## config.mk

```make
export PLATFORM = sky130hd
export DESIGN_NAME = prot_guard
export DESIGN_NICKNAME = d
export VERILOG_FILES = /design/src/rtl/prot_pkg.sv /design/src/rtl/prot_zone.sv /design/src/rtl/prot_ctrl_upd.sv /design/src/rtl/prot_guard.sv
export SDC_FILE = /design/constraint.sdc
export NUM_CORES = 1
export LEC_CHECK = 0
export BUFFER_PORTS_ARGS = -buffer_cell sky130_fd_sc_hd__buf_4
export CORE_AREA = 2 2 39 41
export DETAILED_ROUTE_END_ITERATION = 16
export DIE_AREA = 0 0 41 43
export SYNTH_ARGS = -nofsm -noshare
export SYNTH_HDL_FRONTEND = slang
export SYNTH_SLANG_ARGS = --single-unit
```

## constraint.sdc

```tcl
create_clock -name clk -period 1.6 [get_ports clk]
set_input_delay 0.08 -clock clk [delete_from_list [all_inputs] [get_ports clk]]
set_output_delay 0.08 -clock clk [all_outputs]
set_load 0.01 [all_outputs]
```

## src/rtl/prot_pkg.sv

```systemverilog
package prot_pkg;
    localparam int DATA_W    = 8;
    localparam int ARM_BIT   = 1;
    localparam int ZONE_LO   = 3;
    localparam int ZONE_HI   = 4;
    localparam int SEAL_BIT  = 7;
    localparam logic [DATA_W-1:0] LIVE_MASK =
        DATA_W'((1 << ARM_BIT) | (1 << ZONE_LO) | (1 << ZONE_HI) | (1 << SEAL_BIT));
    localparam logic [DATA_W-1:0] ARM_MASK = DATA_W'(1 << ARM_BIT);

    typedef enum logic [1:0] {
        ZONE_NONE    = 2'b00,
        ZONE_QUARTER = 2'b01,
        ZONE_HALF    = 2'b10,
        ZONE_ALL     = 2'b11
    } zone_e;

    typedef struct packed {
        logic [DATA_W-1:0] ctrl;
        logic              grant;
        logic              deny;
    } guard_state_t;
endpackage

```

## src/rtl/prot_zone.sv

```systemverilog
module prot_zone
    import prot_pkg::*;
#(
    parameter int ADDR_W = 12
) (
    input  zone_e             zone,
    input  logic [ADDR_W-1:0] addr,
    output logic              covered
);
    localparam int TOP = ADDR_W - 1;

    always_comb begin
        unique case (zone)
            ZONE_NONE:    covered = 1'b0;
            ZONE_QUARTER: covered = addr[TOP] & addr[TOP-1];
            ZONE_HALF:    covered = addr[TOP];
            default:      covered = 1'b1;
        endcase
    end
endmodule

```

## src/rtl/prot_ctrl_upd.sv

```systemverilog
module prot_ctrl_upd
    import prot_pkg::*;
(
    input  logic [DATA_W-1:0] cur,
    input  logic [DATA_W-1:0] wdata,
    input  logic              frozen,
    output logic              accept,
    output logic [DATA_W-1:0] next_val
);
    logic [DATA_W-1:0] delta;

    always_comb begin
        next_val = wdata & LIVE_MASK;
        delta    = (cur ^ next_val) & ~ARM_MASK;
        accept   = !frozen && (cur[ARM_BIT] || (delta == '0));
    end
endmodule

```

## src/rtl/prot_guard.sv

```systemverilog
module prot_guard
    import prot_pkg::*;
#(
    parameter int ADDR_W = 12
) (
    input  logic              clk,
    input  logic              rst_n,
    input  logic              wr_req,
    input  logic [ADDR_W-1:0] wr_addr,
    input  logic [7:0]        wr_data,
    input  logic              lock_pin,
    output logic              grant,
    output logic              deny,
    output logic [7:0]        ctrl_q
);
    localparam logic [ADDR_W-1:0] REG_ADDR = '1;

    guard_state_t st_d, st_q;
    logic         is_reg, frozen, covered, accept, ok;
    logic [7:0]   ctrl_next;
    zone_e        zone;

    assign zone = zone_e'(st_q.ctrl[ZONE_HI:ZONE_LO]);

    prot_zone #(.ADDR_W(ADDR_W)) u_zone (
        .zone    (zone),
        .addr    (wr_addr),
        .covered (covered)
    );

    prot_ctrl_upd u_upd (
        .cur      (st_q.ctrl),
        .wdata    (wr_data),
        .frozen   (frozen),
        .accept   (accept),
        .next_val (ctrl_next)
    );

    always_comb begin
        is_reg   = (wr_addr == REG_ADDR);
        frozen   = lock_pin & st_q.ctrl[SEAL_BIT];
        ok       = is_reg ? accept : (st_q.ctrl[ARM_BIT] & ~covered);
        st_d       = st_q;
        st_d.grant = wr_req & ok;
        st_d.deny  = wr_req & ~ok;
        if (wr_req && is_reg && accept) begin
            st_d.ctrl = ctrl_next;
        end
    end

    always_ff @(posedge clk or negedge rst_n) begin
        if (!rst_n) begin
            st_q <= '0;
        end else begin
            st_q <= st_d;
        end
    end

    assign grant  = st_q.grant;
    assign deny   = st_q.deny;
    assign ctrl_q = st_q.ctrl;
endmodule

```

; After elaboration in Yosys (flattened, before gate mapping)
; Cells that the tools add are included.
[totals]
regBits = 6
input_bits = 24
output_inout_bits = 10
word_cells = 23
[classes]
n_eq_ne = 3
muxes = 2
bitwise_logic = 8
reduce_logical = 7
[ops]
columns = cell, n
row1 = $eq 12x12->1 const B, 1
row2 = $logic_not 8->1, 1
row3 = $xor 8x8->8, 1
row4 = $and 1x1->1, 5
row5 = $logic_and 1x1->1, 3
row6 = $pmux 1 s3, 1
row7 = $eq 2x1->1 const B, 1
row8 = $eq 2x2->1 const B, 1
row9 = $logic_not 2->1, 1
row10 = $not 1->1, 2
row11 = $logic_not 1->1, 1
row12 = $logic_or 1x1->1, 1
row13 = $mux 1, 1

; Longest topological paths before layout
; Gate-level depths: netlist (run 1).
[logic_depth]
depth_word = 7
mapped_depth = 4

; Hierarchy
; A second synthesis (run 1) with hierarchy kept.
[unflattened]
cells_unflattened = 49
area_unflattened_um2 = 573.0
[by_module_without_submodules]
columns = module, n_inst, cells_each, area_each_um2, seq_area_each_um2
row1 = prot_guard, 1, 31, 444.2, 250.2
row2 = prot_ctrl_upd, 1, 15, 115.1, 0.0
row3 = prot_zone, 1, 3, 13.8, 0.0

; Least setup slack after synthesis (run 1)
; OpenSTA, ideal clock, no wires.
[synth_timing]
kind = flip-flop to flip-flop
startpoint = register st_q (netlist bit ctrl_q[4])
endpoint = register st_q (netlist bit ctrl_q[1])
setup_ns = 0.125
t_arrival_ns = 1.255
t_required_ns = 1.475
path_slack_ns = 0.221
stages_incl_launch_ff = 5
n_path_buf = 0
synth_period_minus_slack_ns = 1.379
path_cell_list = dfrtp_1 > xnor2_1 > a31o_1 > nand4_2 > mux2_2
[synth_between]
elab_chain_cells = 5
[synth_rtl]
columns = item, line_no
row1 = "start, declared", prot_guard.sv:18  ; guard_state_t st_d, st_q;
row2 = "start signal, assigned", prot_guard.sv:55  ; st_q <= st_d;
row3 = $xor 8x8->8, prot_ctrl_upd.sv:14  ; delta = (cur ^ next_val) & ~ARM_MASK;
row4 = $logic_not 8->1, prot_ctrl_upd.sv:15  ; accept = !frozen && (cur[ARM_BIT] || (delta == '0));
row5 = $logic_or 1x1->1, prot_ctrl_upd.sv:15
row6 = $logic_and 1x1->1, prot_ctrl_upd.sv:15
row7 = $logic_and 1x1->1, prot_guard.sv:46  ; if (wr_req && is_reg && accept) begin
; Every way passes these cells.
; A chain may end at the register's enable or synchronous reset.

; Worst setup path after layout (run 1)
[layout_timing]
startpoint = register st_q (netlist bit ctrl_q[3])
endpoint = register st_q (netlist bit ctrl_q[1])
; Same word-level chain as after synthesis.

==> qor.csv, run 1 <==
stage,metric,value,unit
status,run status,"finished, final reports clean",
clocking,count of buffers added by post-CTS timing repair for setup,0,
power_and_ir_drop,clock power share,39.1,%
clocking,H-tree level count,1,
power_and_ir_drop,register share of total power,44.5,%
global_routing,pin count of the biggest net entering global routing,7,
timing,count of endpoints failing setup in the final report,0,
timing,Post-Route Setup TNS,0,ps
timing,final worst-path cycle share,87.0,%
route,DRT antenna net count,0,
worst_setup_path,data required time of the critical path,1720,ps
place,IO buf count,25,
timing,final setup slack of the worst path,208,ps
worst_hold_path,hold crit path type,input port to flip-flop,
global_routing,global-route congestion overflow total,0,
worst_setup_path,Critical Path Source,ctrl_q[3],
layout,share of cells above drive strength 1,58.1,%
route,average detailed-routed wire length per instance,9.55,um
layout,ANT cells,0,
place,cell count after placement,74,
synthesis,synthesized netlist cell count,33,
die,die extent in x,41,um
synthesis,cell area after synthesis,355,um2
worst_setup_path,nature of the critical path endpoint,flip-flop,
synthesis,Synth Register Bits,6,
route,1st-iter DRT viols,3,
synthesis,sequential area share after synthesis,42.3,%
die,Rows,14,
synthesis,Ys Warns,0,
worst_setup_path,Worst EP arrival,1510,ps
place,cell area reported after detailed placement,552,um2
die,IO Count,34,
clocking,later-pin clock latency in the skew report,240,ps
power_and_ir_drop,sw power,71.1,uW
place,worst slack after detailed placement,208,ps
route,total number of vias,338,
power_and_ir_drop,fraction of power consumed by combinational cells,16.4,%
global_routing,overall fraction of global-route tracks in use,11.2,%
route,first-pass iteration count of the detailed router,2,
worst_setup_path,kind of launch point of the worst setup path,flip-flop,
clocking,buffer depth of the longest clock path,2,
worst_setup_path,reg-to-reg critical path startpoint,ctrl_q[3],
layout,final-stage net count,88,
layout,relative area change from synthesis to final layout,64.4,%
layout,Filler Cell Count,133,
power_and_ir_drop,Internal Power,275,uW
timing,Max Clk Rate,718,MHz
die,Placeable Area,0.00138,mm2
power_and_ir_drop,maximum vdd drop,0.000475,V
worst_hold_path,startpoint of the tightest hold check path,wr_data[1],
synthesis,Yosys cell types,18,
clocking,TritonCTS clock tree,yes,
route,detail-routed via count per cell,4.33,
layout,Final Instance Area,584,um2
timing,worst clock skew,5.36,ps
route,DRC violations left,0,
global_routing,antenna violations before repair,0,
layout,Layout Cells excl Fill,78,
power_and_ir_drop,switching share of power,20.5,%
timing,total count of max-transition violations in the final report,0,
synthesis,average size of a mapped cell,10.8,um2
global_routing,first-pass GRT wire length,1.28,mm
clocking,register clock-pin slew on the reported worst setup and hold paths,40,ps
power_and_ir_drop,leakage component of the power,0.000312,uW
timing,Hold WS,76.7,ps
timing,time the final worst path needs with I/O delays and setup,1390,ps
clocking,number of clock sinks,6,
power_and_ir_drop,power per unit of standard cell area,593,mW/mm2
route,routed wire length,745,um
worst_setup_path,type of the worst setup path,flip-flop to flip-flop,
die,initial cell density of the core,25.7,%
die,Die Height,43,um
clocking,CTS Root Cell,clkbuf_4,
job,MaxCap Viol Count,0,
place,RD Place Congestion,0.674,
worst_setup_path,critical-path maximum fanout,5,
timing,RSZ-0062 raised after global routing,false,
die,total die area,0.00176,mm2
clocking,number of clock buffers inserted by TritonCTS,3,
global_routing,vias in the first global route,350,
timing,Final Hold Vio Count,0,
## cells by family (layout without fill, tap and decap cells)
group	count (synthesis)	count (layout)	synth area share, %
AO/OA/AOI/OAI	4	4	8.45
XOR/XNOR	2	2	4.93
buffers and inverters	4	30	8.45
flip-flops	6	6	42.3
multiplexers	4	4	12.7
other	1	4	1.06
AND/OR/NAND/NOR	12	12	22.2
## metrics by stage
step                      utilization, %  total power [uW]
after floorplan                        -               176
after global placement              39.9               212
after detailed placement            39.9               212
after CTS                           42.2               354
after global routing                42.2               373
final                               42.2               347
## cells in the final DEF, fill, tap and decap left out
| cell type | instances |
|---|---|
| a21boi_0 | 1 |
| a21o_2 | 1 |
| a31o_1 | 1 |
| and3_1 | 1 |
| buf_4 | 26 |
| clkbuf_4 | 3 |
| conb_1 | 4 |
| dfrtp_1 | 6 |
| dlygate4sd3_1 | 1 |
| mux2_2 | 4 |
| nand2_1 | 2 |
| nand2b_1 | 1 |
| nand3_1 | 1 |
| nand4_1 | 3 |
| nand4_2 | 1 |
| nand4b_1 | 1 |
| nor2_1 | 1 |
| nor3_2 | 1 |
| o21ai_0 | 1 |
| xnor2_1 | 2 |
## final timing paths
kind	slack, ps	to	cells after the start
setup / recovery	210	ctrl_q[1]	4
min in group asynchronous	180	grant	2
max in group asynchronous	1300	ctrl_q[1]	2
hold reg to reg	560	ctrl_q[7]	1
hold / removal	80	ctrl_q[1]	2
setup reg to reg	210	ctrl_q[1]	4
## power by group through the flow
stage	clock (uW)	combinational, uW	sequential (uW)
floorplan	0	18.8	157
global placement	0	55.4	156
detailed placement	0	55.8	156
CTS	142	57.9	154
global route	155	64.0	154
finish	135	57.0	154
## cell usage after synthesis
| cell type | count | area, um2 |
|---|---|---|
| nand4_1 | 3 | 18.8 |
| a21o_2 | 1 | 8.76 |
| and3_1 | 1 | 6.26 |
| nand2_1 | 2 | 7.51 |
| nand4_2 | 1 | 12.5 |
| buf_4 | 4 | 30.0 |
| o21ai_0 | 1 | 5.00 |
| a21boi_0 | 1 | 7.51 |
| dfrtp_1 | 6 | 150 |
| xnor2_1 | 2 | 17.5 |
| conb_1 | 1 | 3.75 |
| nor3_2 | 1 | 10.0 |
| nor2_1 | 1 | 3.75 |
| mux2_2 | 4 | 45.0 |
| nand4b_1 | 1 | 8.76 |
| nand2b_1 | 1 | 6.26 |
| nand3_1 | 1 | 5.00 |
| a31o_1 | 1 | 8.76 |
## flip-flops by register name, summed over array words and instances (netlist names)
signal  count
ctrl_q      4
deny        1
grant       1
## timing repair
action / CTS / global route
hold endpoints to repair: 6 / 0
gates resized for setup: 0 / 0
hold buffers: 1 / 0
## routing by layer
metal / up-vias / part of all wire (%) / GRT usage, % / routed length, um
li1: 172 / - / - / -
met1: 152 / 37 / 11.1 / 277
met2: 14 / 52 / 17.5 / 388
met3: 0 / 11 / 9.42 / 79
met4: 0 / 0 / 2.00 / 0
met5: - / 0 / 0 / 0
## cell type report
type,count,area (um2),share of cell area (%)
repair buffers,27,205,35.1
well taps,16,20.0,3.43
clock buffers,3,22.5,3.85
flip-flops and latches,6,150,25.7
multi-input cells,26,186,31.9
## critical path: stages, from the launching register on
cell and delay [ps]:
dfrtp_1 420, xnor2_1 140, a31o_1 220, nand4_2 140, mux2_2 340
Note: power is estimated with default switching activity, not from simulation.
==> inputs of run 2 (changes only) <==
clock period = 1.25 ns   (was 1.6 ns; I/O delays follow)
==> qor.csv, run 2 (same netlist as run 1, synthesis figures left out) <==
stage,metric,value,unit,change
die,IO Count,34,,unchanged
global_routing,pin count of the biggest net entering global routing,7,,unchanged
layout,Layout Cells excl Fill,83,,was 78
clocking,number of clock buffers inserted by TritonCTS,3,,unchanged
route,total number of vias,371,,was 338
place,cell area reported after detailed placement,582,um2,was 552 um2
die,total die area,0.00176,mm2,unchanged
layout,share of cells above drive strength 1,62.7,%,was 58.1%
die,Rows,14,,unchanged
clocking,register clock-pin slew on the reported worst setup and hold paths,40,ps,about the same
worst_setup_path,nature of the critical path endpoint,flip-flop,,unchanged
worst_setup_path,reg-to-reg critical path startpoint,ctrl_q[3],,unchanged
global_routing,overall fraction of global-route tracks in use,11.8,%,was 11.2%
place,RD Place Congestion,0.701,,was 0.674
die,Die Height,43,um,unchanged
clocking,buffer depth of the longest clock path,2,,unchanged
timing,total count of max-transition violations in the final report,0,,unchanged
timing,count of endpoints failing setup in the final report,4,,was 0
route,total met2 wirelength after detailed routing,414,um,was 388 um
status,run status,"complete, but fails checks",,"was finished, final reports clean"
timing,Max Clk Rate,752,MHz,was 718 MHz
worst_hold_path,startpoint of the tightest hold check path,wr_data[1],,unchanged
route,detail-routed via count per cell,4.47,,was 4.33
worst_setup_path,Worst EP arrival,1450,ps,was 1510 ps
route,1st-iter DRT viols,0,,was 3
layout,max reg flops,4,,unchanged
layout,"commonest non-fill, non-tap cell in the layout",buf_4,,unchanged
worst_setup_path,Critical Path Source,ctrl_q[3],,unchanged
place,worst slack after detailed placement,-65.5,ps,was 208 ps
layout,core utilization of the finished layout,46.4,%,was 42.2%
route,first-pass iteration count of the detailed router,1,,was 2
worst_hold_path,hold crit path type,input port to flip-flop,,unchanged
global_routing,vias in the first global route,344,,was 350
route,wire length on met3,120,um,was 79 um
global_routing,first-pass GRT wire length,1.34,mm,was 1.28 mm
layout,final-stage net count,93,,was 88
timing,Post-Route Setup TNS,-287,ps,was 0 ps
route,DRC violations left,0,,unchanged
route,top metal layer carrying routed signals,met3,,unchanged
place,IO buf count,25,,unchanged
timing,final worst-path cycle share,106,%,was 87.0%
route,routed metal-1 wire length,333,um,was 277 um
clocking,number of clock sinks,6,,unchanged
job,MaxCap Viol Count,0,,unchanged
place,cell count after placement,78,,was 74
route,routed wire length,868,um,was 745 um
clocking,CTS Root Cell,clkbuf_4,,unchanged
global_routing,antenna violations before repair,0,,unchanged
worst_setup_path,data required time of the critical path,1380,ps,was 1720 ps
clocking,TritonCTS clock tree,yes,,unchanged
worst_setup_path,kind of launch point of the worst setup path,flip-flop,,unchanged
clocking,H-tree level count,1,,unchanged
die,Placeable Area,0.00138,mm2,unchanged
power_and_ir_drop,leakage component of the power,0.000331,uW,was 0.000312 uW
timing,RSZ-0062 raised after global routing,true,,was false
power_and_ir_drop,power per unit of standard cell area,711,mW/mm2,was 593 mW/mm2
route,DRT antenna net count,0,,unchanged
global_routing,global-route congestion overflow total,0,,unchanged
clocking,later-pin clock latency in the skew report,240,ps,about the same
die,initial cell density of the core,25.7,%,unchanged
worst_setup_path,critical-path maximum fanout,4,,was 5
timing,Final Hold Vio Count,0,,unchanged
timing,final setup slack of the worst path,-79.3,ps,was 208 ps
route,average detailed-routed wire length per instance,10.5,um,was 9.55 um
layout,"commonest cells after routing, fill and taps aside","buf_4, dfrtp_1, conb_1",,"was buf_4, dfrtp_1, mux2_2, conb_1"
timing,worst clock skew,3.45,ps,was 5.36 ps
die,die extent in x,41,um,unchanged
layout,Final Instance Area,642,um2,was 584 um2
worst_setup_path,type of the worst setup path,flip-flop to flip-flop,,unchanged
power_and_ir_drop,maximum vdd drop,0.000575,V,was 0.000475 V
timing,time the final worst path needs with I/O delays and setup,1330,ps,was 1390 ps
layout,ANT cells,0,,unchanged
status,failing checks,setup timing,,
layout,relative area change from synthesis to final layout,80.6,%,was 64.4%
==> run 2: cell type report <==
type                       instances  area, um2
tap                               16       20.0
clock buffer                       3       22.5
fill                             144        742
timing repair buffer              32        243
sequential                         6        150
multi-input combinational         26        206
==> run 2: where the power goes <==
part           internal, uW  switching (uW)  leakage (uW)
logic                  50.4            28.4      0.000235
registers               197           0.463     0.0000815
clock network           109            71.6     0.0000138
==> run 2: per-layer routing <==
metal | up-vias | track usage [%]
met1 | 166 | 14.3
met3 | 0 | 7.85
met4 | 0 | 4.00
met5 | - | 0
li1 | 183 | -
met2 | 22 | 16.3
==> run 2: final timing paths <==
check | endpoint | slack, ps | cells after the start
setup / recovery | ctrl_q[4] | -80 | 4
hold / removal | ctrl_q[1] | 50 | 2
setup reg to reg | ctrl_q[4] | -80 | 4
hold reg to reg | ctrl_q[7] | 600 | 2
max in group asynchronous | ctrl_q[4] | 980 | 2
min in group asynchronous | deny | 160 | 2
==> run 2: worst max-delay path, stage by stage, from the launching register on <==
cell and delay, ps:
dfrtp_1 400, xnor2_2 130, a31o_1 240, nand4_4 100, mux2_2 340
==> run 2: what timing repair did <==
| item | in CTS | in global routing |
|---|---|---|
| pin swaps | 2 | 2 |
| gates resized for setup | 3 | 2 |
| cloned | 0 | 0 |
| buffers inserted | 1 | 0 |
| setup endpoints to repair | 4 | 6 |
| hold buffers | 1 | 0 |
| endpoints found under the hold margin | 6 | 0 |
==> run 2: per-stage QoR <==
| step | power (uW) | hold WS [ps] |
|---|---|---|
| finish | 456 | 54.7 |
| global route | 490 | 36.9 |
| CTS | 463 | 49.5 |
| detailed placement | 272 | -123 |
| global placement | 272 | -125 |
| floorplan | 225 | -233 |
==> inputs of run 3 (changes only) <==
clock period = 1.1 ns   (was 1.25 ns; I/O delays follow)
==> qor.csv, run 3 (same netlist as run 1, synthesis figures left out) <==
stage,metric,value,unit,change
clocking,H-tree level count,1,,unchanged
timing,Post-Route Setup TNS,-1080,ps,was -287 ps
clocking,buffer depth of the longest clock path,2,,unchanged
place,cell area reported after detailed placement,597,um2,was 582 um2
worst_setup_path,cell with the largest stage delay on the worst path,dfrtp_1,,unchanged
layout,relative area change from synthesis to final layout,83.8,%,was 80.6%
timing,Final Hold Vio Count,0,,unchanged
status,failing checks,setup timing,,unchanged
route,average detailed-routed wire length per instance,10.2,um,was 10.5 um
clocking,CTS Root Cell,clkbuf_4,,unchanged
timing,worst clock skew,5.26,ps,was 3.45 ps
route,first-pass iteration count of the detailed router,2,,was 1
global_routing,overall fraction of global-route tracks in use,11.5,%,was 11.8%
route,1st-iter DRT viols,1,,was 0
place,detailed placer's ending HPWL,700,um,
status,run status,"complete, but fails checks",,unchanged
die,total die area,0.00176,mm2,unchanged
layout,"commonest non-fill, non-tap cell in the layout",buf_4,,unchanged
route,wire length on met3,141,um,was 120 um
route,DRC violations left,0,,unchanged
global_routing,global-route congestion overflow total,0,,unchanged
route,total met2 wirelength after detailed routing,422,um,was 414 um
route,DRT antenna net count,0,,unchanged
place,worst slack after detailed placement,-217,ps,was -65.5 ps
worst_setup_path,type of the worst setup path,flip-flop to flip-flop,,unchanged
timing,total count of max-transition violations in the final report,0,,unchanged
layout,"commonest cells after routing, fill and taps aside","buf_4, dfrtp_1, mux2_2, conb_1",,"was buf_4, dfrtp_1, conb_1"
timing,final setup slack of the worst path,-214,ps,was -79.3 ps
worst_setup_path,nature of the critical path endpoint,flip-flop,,unchanged
layout,max reg flops,4,,unchanged
timing,RSZ-0062 raised after global routing,true,,unchanged
die,Rows,14,,unchanged
route,total number of vias,380,,was 371
timing,Max Clk Rate,761,MHz,was 752 MHz
route,routed metal-1 wire length,276,um,was 333 um
layout,final-stage net count,95,,was 93
worst_setup_path,data required time of the critical path,1230,ps,was 1380 ps
layout,ANT cells,0,,unchanged
worst_hold_path,hold crit path type,input port to flip-flop,,unchanged
die,die extent in x,41,um,unchanged
timing,count of endpoints failing setup in the final report,6,,was 4
die,Placeable Area,0.00138,mm2,unchanged
global_routing,antenna violations before repair,0,,unchanged
route,routed wire length,863,um,was 868 um
worst_setup_path,count of buffer and inverter cells on the critical path,0,,unchanged
die,Die Height,43,um,unchanged
worst_setup_path,kind of launch point of the worst setup path,flip-flop,,unchanged
power_and_ir_drop,maximum vdd drop,0.000517,V,was 0.000575 V
power_and_ir_drop,power per unit of standard cell area,797,mW/mm2,was 711 mW/mm2
power_and_ir_drop,leakage component of the power,0.000334,uW,was 0.000331 uW
worst_setup_path,cell-by-cell listing of the critical path,xnor2_1 > a31o_1 > nand4_4 > mux2_2,,was xnor2_2 > a31o_1 > nand4_4 > mux2_2
place,IO buf count,25,,unchanged
route,detail-routed via count per cell,4.47,,about the same
global_routing,vias in the first global route,335,,was 344
clocking,number of clock sinks,6,,unchanged
clocking,number of clock buffers inserted by TritonCTS,3,,unchanged
die,initial cell density of the core,25.7,%,unchanged
clocking,register clock-pin slew on the reported worst setup and hold paths,40,ps,about the same
worst_setup_path,Worst EP arrival,1440,ps,was 1450 ps
global_routing,pin count of the biggest net entering global routing,7,,unchanged
global_routing,first-pass GRT wire length,1.26,mm,was 1.34 mm
place,RD Place Congestion,0.724,,was 0.701
worst_setup_path,critical-path maximum fanout,4,,unchanged
clocking,TritonCTS clock tree,yes,,unchanged
worst_setup_path,cell family with most CP delay,flip-flops,,unchanged
layout,Final Instance Area,653,um2,was 642 um2
layout,share of cells above drive strength 1,62.3,%,was 62.7%
route,top metal layer carrying routed signals,met4,,was met3
clocking,later-pin clock latency in the skew report,250,ps,was 240 ps
job,MaxCap Viol Count,0,,unchanged
timing,final worst-path cycle share,119,%,was 106%
die,IO Count,34,,unchanged
layout,Filler Cell Count,143,,was 144
timing,time the final worst path needs with I/O delays and setup,1310,ps,was 1330 ps
worst_setup_path,worst-case register-to-register setup slack,-210,ps,was -80 ps
worst_setup_path,"Largest stage delay, worst path",380,ps,was 400 ps
-- run 3: cell type report --
cell class / count / area [um2] / share of cell area, %
Sequential cell: 6 / 150 / 23.0
Tap cell: 16 / 20.0 / 3.07
Timing Repair Buffer: 34 / 265 / 40.6
Multi-Input combinational cell: 26 / 195 / 29.9
Clock buffer: 3 / 22.5 / 3.45
-- run 3: worst register-to-register path, stage by stage (launching register included) --
cell	delay, ps
dfrtp_1	380
xnor2_1	130
a31o_1	260
nand4_4	100
mux2_2	330
-- run 3: per-layer routing --
metal	global-route usage [%]	up-vias
met3	7.85	4
met1	11.1	167
met4	8.00	0
met2	16.6	24
li1	-	185
met5	0	-
-- run 3: final timing paths --
check,startpoint,end,cells past startpoint
hold reg to reg,ctrl_q[7],ctrl_q[7],2
max in group asynchronous,rst_n,ctrl_q[3],2
setup reg to reg,ctrl_q[4],ctrl_q[4],4
setup / recovery,ctrl_q[4],ctrl_q[4],4
hold / removal,wr_data[1],ctrl_q[1],2
min in group asynchronous,rst_n,deny,2
-- run 3: timing repair --
item | 4_1_cts | 5_1_grt
hold buffers | 1 | 0
setup buffers | 0 | 1
hold endpoints to repair | 6 | 0
pin swaps | 1 | 2
setup endpoints to repair | 6 | 7
gates resized for setup | 3 | 2
-- run 3: per-stage QoR --
stage | hold WS (ps) | util [%] | total power [uW] | std cells
2_1_floorplan | -241 | - | 256 | 36
3_3_place_gp | -134 | 43.1 | 314 | 80
3_5_place_dp | -134 | 43.1 | 314 | 80
4_1_cts | 37.9 | 46.1 | 527 | 84
5_1_grt | 30.5 | 47.2 | 563 | 85
6_report | 41.1 | 47.2 | 521 | 85
-- run 3: power breakdown --
group / total [uW] / internal [uW] / switching, uW
logic: 92.8 / 60.4 / 32.4
clock network: 204 / 123 / 80.4
registers: 224 / 223 / 0.640
total: 521 / 407 / 113
